### src/rtl/bootsec_pkg.sv
package bootsec_pkg;

    typedef enum logic [1:0] {
        LVL_OPEN      = 2'd0,
        LVL_NO_PROG   = 2'd1,
        LVL_NO_VERIFY = 2'd2,
        LVL_SEALED    = 2'd3
    } lock_lvl_e;

    typedef struct packed {
        logic ext_exec;
        logic hw_verify;
        logic hw_prog;
    } access_t;

    localparam int LOCK_BITS = 3;

    // Programmed configuration bits read as 0.
    function automatic lock_lvl_e decode_lock(input logic [LOCK_BITS-1:0] cfg_n);
        lock_lvl_e lvl;
        if (!cfg_n[2])      lvl = LVL_SEALED;
        else if (!cfg_n[1]) lvl = LVL_NO_VERIFY;
        else if (!cfg_n[0]) lvl = LVL_NO_PROG;
        else                lvl = LVL_OPEN;
        return lvl;
    endfunction

    function automatic access_t grant_for(input lock_lvl_e lvl);
        access_t g;
        g.ext_exec  = (lvl != LVL_SEALED);
        g.hw_verify = (lvl == LVL_OPEN) || (lvl == LVL_NO_PROG);
        g.hw_prog   = (lvl == LVL_OPEN);
        return g;
    endfunction

endpackage

### src/rtl/bootsec_lock_unit.sv
module bootsec_lock_unit
    import bootsec_pkg::*;
#(
    parameter bit READ_DISABLED = 1'b0
) (
    input  logic                 clk,
    input  logic                 rst,
    input  logic [LOCK_BITS-1:0] lock_cfg,
    output access_t              grants
);
    lock_lvl_e lvl_next;
    access_t   grants_q;

    generate
        if (READ_DISABLED) begin : g_fixed
            assign lvl_next = LVL_NO_VERIFY;
        end else begin : g_decoded
            assign lvl_next = decode_lock(lock_cfg);
        end
    endgenerate

    // Lock state is captured only during reset.
    always_ff @(posedge clk) begin
        if (rst) begin
            grants_q <= grant_for(lvl_next);
        end
    end

    assign grants = grants_q;

endmodule

### src/rtl/bootsec_boot_flag.sv
module bootsec_boot_flag #(
    parameter int                CTRL_W      = 8,
    parameter int                BOOT_BIT    = 5,
    parameter int                ADDR_W      = 16,
    parameter logic [ADDR_W-1:0] BOOT_VECTOR = 16'hF000,
    parameter logic [ADDR_W-1:0] USER_VECTOR = 16'h0000
) (
    input  logic              clk,
    input  logic              rst,
    input  logic              isp_pin,
    input  logic              bljb_cfg,
    input  logic              aux_wr,
    input  logic [CTRL_W-1:0] aux_wdata,
    output logic              boot_en,
    output logic [ADDR_W-1:0] reset_vector
);
    logic boot_req;
    logic flag_q;
    logic [ADDR_W-1:0] vec_q;

    assign boot_req = !isp_pin || !bljb_cfg;

    always_ff @(posedge clk) begin
        if (rst) begin
            flag_q <= boot_req;
            vec_q  <= boot_req ? BOOT_VECTOR : USER_VECTOR;
        end else if (aux_wr) begin
            flag_q <= aux_wdata[BOOT_BIT];
        end
    end

    assign boot_en      = flag_q;
    assign reset_vector = vec_q;

endmodule

### src/rtl/bootsec_fetch_map.sv
module bootsec_fetch_map #(
    parameter int                ADDR_W    = 16,
    parameter logic [ADDR_W-1:0] BOOT_BASE = 16'hF000
) (
    input  logic              boot_en,
    input  logic [ADDR_W-1:0] fetch_addr,
    output logic              fetch_from_boot
);
    logic in_window;

    assign in_window       = (fetch_addr >= BOOT_BASE);
    assign fetch_from_boot = boot_en && in_window;

endmodule

### src/rtl/bootsec_ctrl.sv
module bootsec_ctrl
    import bootsec_pkg::*;
#(
    parameter bit                READ_DISABLED = 1'b0,
    parameter int                ADDR_W        = 16,
    parameter int                CTRL_W        = 8,
    parameter int                BOOT_BIT      = 5,
    parameter logic [ADDR_W-1:0] BOOT_BASE     = 16'hF000,
    parameter logic [ADDR_W-1:0] USER_VECTOR   = 16'h0000
) (
    input  logic              clk,
    input  logic              rst,
    input  logic              isp_pin,
    input  logic              bljb_cfg,
    input  logic [2:0]        lock_cfg,
    input  logic              aux_wr,
    input  logic [CTRL_W-1:0] aux_wdata,
    input  logic [ADDR_W-1:0] fetch_addr,
    output logic              boot_en,
    output logic [ADDR_W-1:0] reset_vector,
    output logic              fetch_from_boot,
    output logic              ext_exec_ok,
    output logic              hw_verify_ok,
    output logic              hw_prog_ok
);
    localparam logic [ADDR_W-1:0] BOOT_VECTOR = BOOT_BASE;

    access_t grants;

    bootsec_boot_flag #(
        .CTRL_W     (CTRL_W),
        .BOOT_BIT   (BOOT_BIT),
        .ADDR_W     (ADDR_W),
        .BOOT_VECTOR(BOOT_VECTOR),
        .USER_VECTOR(USER_VECTOR)
    ) u_flag (
        .clk         (clk),
        .rst         (rst),
        .isp_pin     (isp_pin),
        .bljb_cfg    (bljb_cfg),
        .aux_wr      (aux_wr),
        .aux_wdata   (aux_wdata),
        .boot_en     (boot_en),
        .reset_vector(reset_vector)
    );

    bootsec_fetch_map #(
        .ADDR_W   (ADDR_W),
        .BOOT_BASE(BOOT_BASE)
    ) u_map (
        .boot_en        (boot_en),
        .fetch_addr     (fetch_addr),
        .fetch_from_boot(fetch_from_boot)
    );

    bootsec_lock_unit #(
        .READ_DISABLED(READ_DISABLED)
    ) u_lock (
        .clk     (clk),
        .rst     (rst),
        .lock_cfg(lock_cfg),
        .grants  (grants)
    );

    assign ext_exec_ok  = grants.ext_exec;
    assign hw_verify_ok = grants.hw_verify;
    assign hw_prog_ok   = grants.hw_prog;

endmodule

### config.mk
export PLATFORM = sky130hd
export DESIGN_NAME = bootsec_ctrl
export DESIGN_NICKNAME = d
export VERILOG_FILES = /design/src/rtl/bootsec_pkg.sv /design/src/rtl/bootsec_lock_unit.sv /design/src/rtl/bootsec_boot_flag.sv /design/src/rtl/bootsec_fetch_map.sv /design/src/rtl/bootsec_ctrl.sv
export SDC_FILE = /design/constraint.sdc
export NUM_CORES = 1
export LEC_CHECK = 0
export ABC_CLOCK_PERIOD_IN_PS = 800
export BUFFER_PORTS_ARGS = -buffer_cell sky130_fd_sc_hd__buf_2
export CORE_MARGIN = 3
export CORE_UTILIZATION = 23
export CTS_CLUSTER_DIAMETER = 200
export CTS_CLUSTER_SIZE = 10
export DETAILED_ROUTE_END_ITERATION = 8
export PLACE_DENSITY = 0.76
export SLEW_MARGIN = 20
export SYNTH_ARGS = -nofsm -noshare
export SYNTH_HDL_FRONTEND = slang
export SYNTH_SLANG_ARGS = --single-unit
export TNS_END_PERCENT = 20
### constraint.sdc
create_clock -name clk -period 0.8 [get_ports clk]
set_input_delay 0.16 -clock clk [delete_from_list [all_inputs] [get_ports clk]]
set_output_delay 0.16 -clock clk [all_outputs]
set_load 0.01 [all_outputs]
# [Word level (Yosys, flattened, before mapping)]
# Cells that the tools add are included.
# W data, S select, Z words.
[word_totals] mem_count=0 ram_bits=0 latch_bits=0 reg_bits=20 output_inout_bits=21 romBits=0
[classes] multipliers=0 shifts=0 eq_ne=2 mux=6 magnitude_cmp=1 add_sub_neg=0 n_div=0 reduce_logical=7 bitwise=0
[op_table] operator="$ge A16 B16 Y1 const B" n=1
[op_table] operator="$mux W16" n=1
[op_table] operator="$mux W2" n=2
[op_table] operator="$mux W1" n=3
[op_table] operator="$eq A2 B1 Y1 const B" n=1
[op_table] operator="$logic_not A1 Y1" n=2
[op_table] operator="$logic_not A2 Y1" n=1
[op_table] operator="$logic_or A1 B1 Y1" n=2
[op_table] operator="$ne A2 B2 Y1 const B" n=1
[op_table] operator="$reduce_bool A2 Y1" n=1
[op_table] operator="$logic_and A1 B1 Y1" n=1

# [Longest topological paths before layout]
# Gate-level depths: netlist of run 1.
[depth] ltp_word=5 depth_mapped=2 ltp_nobuf=2

# [By module]
# A second synthesis of run 1 with hierarchy kept.
[unflattened] hier_cells=31 hier_area_um2=316.6
[by_module_without_submodules] module="bootsec_boot_flag" n_inst=1 cells_each=22 area_per_inst_um2=196.4
[by_module_without_submodules] module="bootsec_lock_unit" n_inst=1 cells_each=6 area_per_inst_um2=107.6
[by_module_without_submodules] module="bootsec_fetch_map" n_inst=1 cells_each=3 area_per_inst_um2=12.5

# [Worst setup path after synthesis of run 1]
# Ideal clock, no wire load.
[synth_timing] path_kind="reg2out" start="register u_flag.flag_q (netlist: u_flag.boot_en)" end="output fetch_from_boot" t_required_ns=0.640 path_stages_with_launch=3 slack_ns=0.026 n_path_buf=0 arrival_ns=0.614 cell_sequence="edfxtp_1 nand2_1 nor2_1"
[synth_between] elab_chain_len=1
[synth_rtl] item="from (decl)" line_no="bootsec_boot_flag.sv:18" text="logic flag_q;"
[synth_rtl] item="from (signal assigned)" line_no="bootsec_boot_flag.sv:25" text="flag_q <= boot_req;"
[synth_rtl] item="from (signal assigned)" line_no="bootsec_boot_flag.sv:28" text="flag_q <= aux_wdata[BOOT_BIT];"
[synth_rtl] item="$logic_and A1 B1 Y1" line_no="bootsec_fetch_map.sv:12" text="assign fetch_from_boot = boot_en && in_window;"
[synth_rtl] item="to (decl)" line_no="bootsec_ctrl.sv:21" text="output logic fetch_from_boot,"
# No other way between the ends.

# [Worst setup path after layout of run 1]
# Same ends and word-level chain as after synthesis.

==> results of run 1 <==
==> repair_timing <==
action / 4_1_cts / 5_1_grt
pin swaps: 2 / 0
endpoints found under the setup margin: 9 / 9
buffers inserted: 0 / 0
==> layer usage <==
metal | global-route usage [%] | part of all wire (%) | vias to the layer above
met4 | 9.04 | 4.7 | 0
met5 | 0 | 0 | -
li1 | - | - | 115
met3 | 3.39 | 16 | 2
met2 | 8.08 | 53 | 19
met1 | 3.84 | 25 | 97
==> worst paths after layout <==
kind	from	end	slack, ps	cells after the start
worst max-delay path	u_flag.boot_en	fetch_from_boot	-210	3
worst min-delay path	lock_cfg[2]	u_lock.grants[2]	120	1
==> cells in the final DEF, fill, tap and decap left out <==
master	synthesis	routed
buf_2	0	21
conb_1	1	12
edfxtp_1	5	5
clkbuf_4	0	3
nand2_1	2	2
nor2_1	2	2
and2_1	1	1
and3_1	1	1
or2_1	1	1
nand3_1	1	1
a31oi_1	1	1
clkbuf_1	1	1
buf_4	15	1
==> report_power, final <==
part,internal [W],leakage (nW),switching [W]
sequential,0.000314,0.0488,0.00000742
combinational,0.0000529,0.148,0.0000752
clock,0.000188,0.0150,0.0000983
==> synth_stat cells (all sizes together) <==
master,number
nand3,1
clkbuf,1
nor2,2
conb,1
nand2,2
or2,1
a31oi,1
edfxtp,5
and2,1
buf,15
and3,1
==> sequential cells by signal (all words and copies together) (netlist names) <==
name and cells:
u_lock.grants 3, u_flag.boot_en 1, u_flag.reset_vector 1
==> cells by family (layout without fill, tap and decap cells) <==
logic type	count (synthesis)	in the layout	synth area share, %
compound gates	1	1	1.99
simple gates	8	8	12.3
buf+inv	16	26	36.9
flops	5	5	47.6
other cells	1	12	1.19
==> stage by stage <==
step	hold WS, ps	utilization (%)	TNS [ps]
2_1_floorplan	272	-	0
3_3_place_gp	358	30.8	0
3_5_place_dp	361	30.8	0
4_1_cts	109	33.0	-1410
5_1_grt	115	33.0	-1690
6_report	118	33.0	-1260
==> final cells by class <==
class | instances | area share [%]
tap | 14 | 4.42
sequential | 5 | 37.9
timing repair buffer | 22 | 28.4
multi-input combinational | 21 | 22.7
clock buffer | 4 | 6.62
==> results.toml, run 1 <==
[clock_tree]
hold_buffers = 0
cts.sinks = 5
clockBufferDepth = 2
cts-root-buf = "clkbuf_4"
post_cts_resize_count = 0
cts.clk_slew.worst_paths_ps = 40
cts_tree = "done"
numCtsBuffers = 3
h-tree-depth = 1

[floorplan]
core_area_um2 = 1200
rows = 12
die_h_um = 43.0
ioPinCount = 53
initial_core_util_pct = 26.2
die_w_um = 43.0
die_area_um2 = 1850

[worst_setup_path]
cp-start-kind = "flip-flop"
criticalPathCategory = "reg2out"
crit_arrival_ps = 850
cp_slowest_cell = "edfxtp_1"
cp_top_family = "flip-flops"
end_kind = "output port"
slowest_delay_ps = 370
path_max_fanout = 2
path_cells = "nand2_1 > nor2_1 > buf_2"
required_ps = 640
cp_num_buf_inv = 1

[layout]
antenna_cells = 0
fin_cells = 66
final_cell_area_um2 = 397
fillers = 130
final_layout_size_suffix_gt1_share_pct = 48.1
regArea_um2 = 150
fin_nets = 85
areaGrowthSynthToFinish_pct = 25.8
multi_input_area_um2 = 90.1

[drt]
viasPerCell = 3.53
vias = 233
first_pass_iters = 3
ant_nets = 0
wl_um = 507
drc = 0
drtIter0Drc = 5
wl_per_cell_um = 7.68

[placed_design]
pre_cts_ws_ps = 35.1
port_buffers = 21
place_area_um2 = 370
dp_cells = 62
gp_congestion = 0.638
dpl.hpwl_um = 437

[flow_run]
drv_cap = 0

[yosys]
synth.area.top_cells = "edfxtp_1 (48%), buf_4 (36%), nand2_1 (2.4%), nor2_1 (2.4%), a31oi_1 (2.0%)"
yosysTopAreaCellShare_pct = 47.6
synthCells = 31
synth_cell_type_count = 11
synth_area_per_cell_um2 = 10.2
synth-seq-cells = 5
synth_warnings = 0
synth.largest_area_cell = "edfxtp_1"
ys_seq_area_share_pct = 47.6
synthesis.area_um2 = 315

[hold_path]
hp-class = "in2reg"

[timing]
finalMaxSlewViolations = 0
setup_viol = 9
period_minus_slack_ps = 1010
finalHoldViolations = 0
rsz0062_at_grt = "yes"
fin_crit_sh_pct = 126
fin_ws_ps = -208
fmax_mhz = 992

[global_routing]
grt_pass1_vias = 200
overflow = 0
grt_pass1_wl_um = 676
grt_max_degree = 6
gr-usage-all-layers_pct = 5.62
antenna_found_initial = 0

[run_status]
status = "finished, violations left"
violations = "setup timing"

[power_and_ir_drop]
powerDensity_nw_per_um2 = 1860
leakagePower_nw = 0.211
finalPower_w = 0.000736
peakVddDrop_v = 0.000719
(Power assumes the default switching activity.)
==> run 2: changes to the inputs <==
--- a/config.mk
+++ b/config.mk
@@ -5,14 +5,15 @@
 export SDC_FILE = /design/constraint.sdc
 export NUM_CORES = 1
 export LEC_CHECK = 0
-export ABC_CLOCK_PERIOD_IN_PS = 800
+export ABC_CLOCK_PERIOD_IN_PS = 1000
 export BUFFER_PORTS_ARGS = -buffer_cell sky130_fd_sc_hd__buf_2
-export CORE_MARGIN = 3
-export CORE_UTILIZATION = 23
+export CORE_AREA = 3 3 40 42
+export CTS_BUF_LIST = sky130_fd_sc_hd__clkbuf_4 sky130_fd_sc_hd__clkbuf_8 sky130_fd_sc_hd__clkbuf_16
 export CTS_CLUSTER_DIAMETER = 200
 export CTS_CLUSTER_SIZE = 10
 export DETAILED_ROUTE_END_ITERATION = 8
-export PLACE_DENSITY = 0.76
+export DIE_AREA = 0 0 43 45
+export PLACE_DENSITY = 0.75
 export SLEW_MARGIN = 20
 export SYNTH_ARGS = -nofsm -noshare
 export SYNTH_HDL_FRONTEND = slang
==> constraint.sdc (replaced) <==
create_clock -name clk -period 1 [get_ports clk]
set_input_delay 0.2 -clock clk [delete_from_list [all_inputs] [get_ports clk]]
set_output_delay 0.2 -clock clk [all_outputs]
set_load 0.01 [all_outputs]
==> run 2 against run 1 <==
  * The run still ends with setup timing left
  * Total power down 17%
  * Design area down 0.63%
  * Setup slack better by 160 ps
  * Final cell count unchanged
  * Die area up 4.5%
  * Global-route usage about the same
  * Count of clock-buffer cells in the layout unchanged
  * Non-clock buffer count down 1
  * Via count down 0.43%
  * Sequential cell count unchanged
  * Hold slack better by 47 ps
==> results.toml, run 2 (synthesized netlist as in run 1, its figures left out) <==
[clock_tree]
numCtsBuffers = 3
cts-root-buf = "clkbuf_4"
cts.sinks = 5
cts_tree = "done"
hold_buffers = 0
clockBufferDepth = 2
cts.clk_slew.worst_paths_ps = 40
h-tree-depth = 1

[layout]
antenna_cells = 0
final_cell_mix = "buf_2 (21), conb_1 (12), edfxtp_1 (5), clkbuf_4 (4)"
largest_register_ffs = 3
final_util_pct = 30.7
fin_nets = 84
fillers = 138
areaGrowthSynthToFinish_pct = 25.0
final_common_cell = "buf_2"
final_layout_size_suffix_gt1_share_pct = 49.0

[timing]
holdWs_ps = 165
rsz0062_at_grt = "yes"
period_minus_slack_ps = 1050
fmax_mhz = 955
fin_ws_ps = -46.9
finalMaxSlewViolations = 0
finalHoldViolations = 0
fin_crit_sh_pct = 105
setup_viol = 5

[power_and_ir_drop]
powerDensity_nw_per_um2 = 1550
peakVddDrop_v = 0.000870
leakagePower_nw = 0.210

[worst_setup_path]
crit_arrival_ps = 850
required_ps = 800
cp-start-kind = "flip-flop"
path_max_fanout = 2
criticalPathCategory = "reg2out"
path_cells = "nand2_1 > nor2_1 > buf_2"
slowest_delay_ps = 380
cp_top_family = "flip-flops"
cp_slowest_cell = "edfxtp_1"
end_kind = "output port"
cp_num_buf_inv = 1

[drt]
viasPerCell = 3.52
ant_nets = 0
first_pass_iters = 1
wl_um = 511
drc = 0
drtIter0Drc = 0
vias = 232
wl_per_cell_um = 7.74

[floorplan]
die_h_um = 45
initial_core_util_pct = 24.5
die_w_um = 43
core_area_um2 = 1280
ioPinCount = 53
rows = 13
die_area_um2 = 1940

[run_status]
violations = "setup timing"
status = "finished, violations left"

[global_routing]
gr-usage-all-layers_pct = 5.62
antenna_found_initial = 0
overflow = 0
grt_max_degree = 8
grt_pass1_wl_um = 814
grt_pass1_vias = 219

[placed_design]
gp_congestion = 0.619
pre_cts_ws_ps = 191
dpl.hpwl_um = 446
port_buffers = 21

[flow_run]
drv_cap = 0

[hold_path]
hp-class = "in2reg"
[run 2: changes by cell type in the layout (fill, tap and decap cells not counted)]
cell,before,now
clkbuf_4,3,4
clkbuf_1,1,0
buf_4,1,0
[run 2: metal layers]
metal  part of all wire, %  track usage (%)
met1                    28             4.91
met2                    56             10.5
met5                     0                0
met3                    16             2.39
met4                     0             3.61
[run 2: per-stage QoR]
step | TNS, ps | power, W | instance area [um2] | std cells
6_report | -79.0 | 0.000612 | 394 | 66
5_1_grt | -419 | 0.000666 | 394 | 66
4_1_cts | -145 | 0.000621 | 394 | 66
3_5_place_dp | 0 | 0.000361 | 364 | 62
3_3_place_gp | 0 | 0.000359 | 364 | 62
2_1_floorplan | 0 | 0.000355 | 357 | 42
[run 2: final cells by class]
type,instances,area [um2],share of cell area [%]
clock buffer,4,30.0,7.62
multi-input combinational,21,90.1,22.9
timing repair buffer,21,105,26.7
tap,15,18.8,4.76
sequential,5,150,38.1
[run 2: where the power goes]
group / total [W] / switching, W / internal, W
registers: 0.000258 / 0.00000661 / 0.000251
logic: 0.0000999 / 0.0000600 / 0.0000399
clock network: 0.000254 / 0.0000768 / 0.000178
total: 0.000612 / 0.000143 / 0.000469
[run 2: final timing paths]
kind,startpoint,end,slack (ps),depth (start not counted)
worst min-delay path,lock_cfg[2],u_lock.grants[2],160,1
worst max-delay path,u_flag.boot_en,fetch_from_boot,-50,3
[run 2: repair_timing]
action | 4_1_cts | 5_1_grt
pin swaps | 2 | 0
endpoints found under the hold margin | 0 | 0
endpoints found under the setup margin | 5 | 6
resized for setup | 0 | 0
buffers inserted | 0 | 0
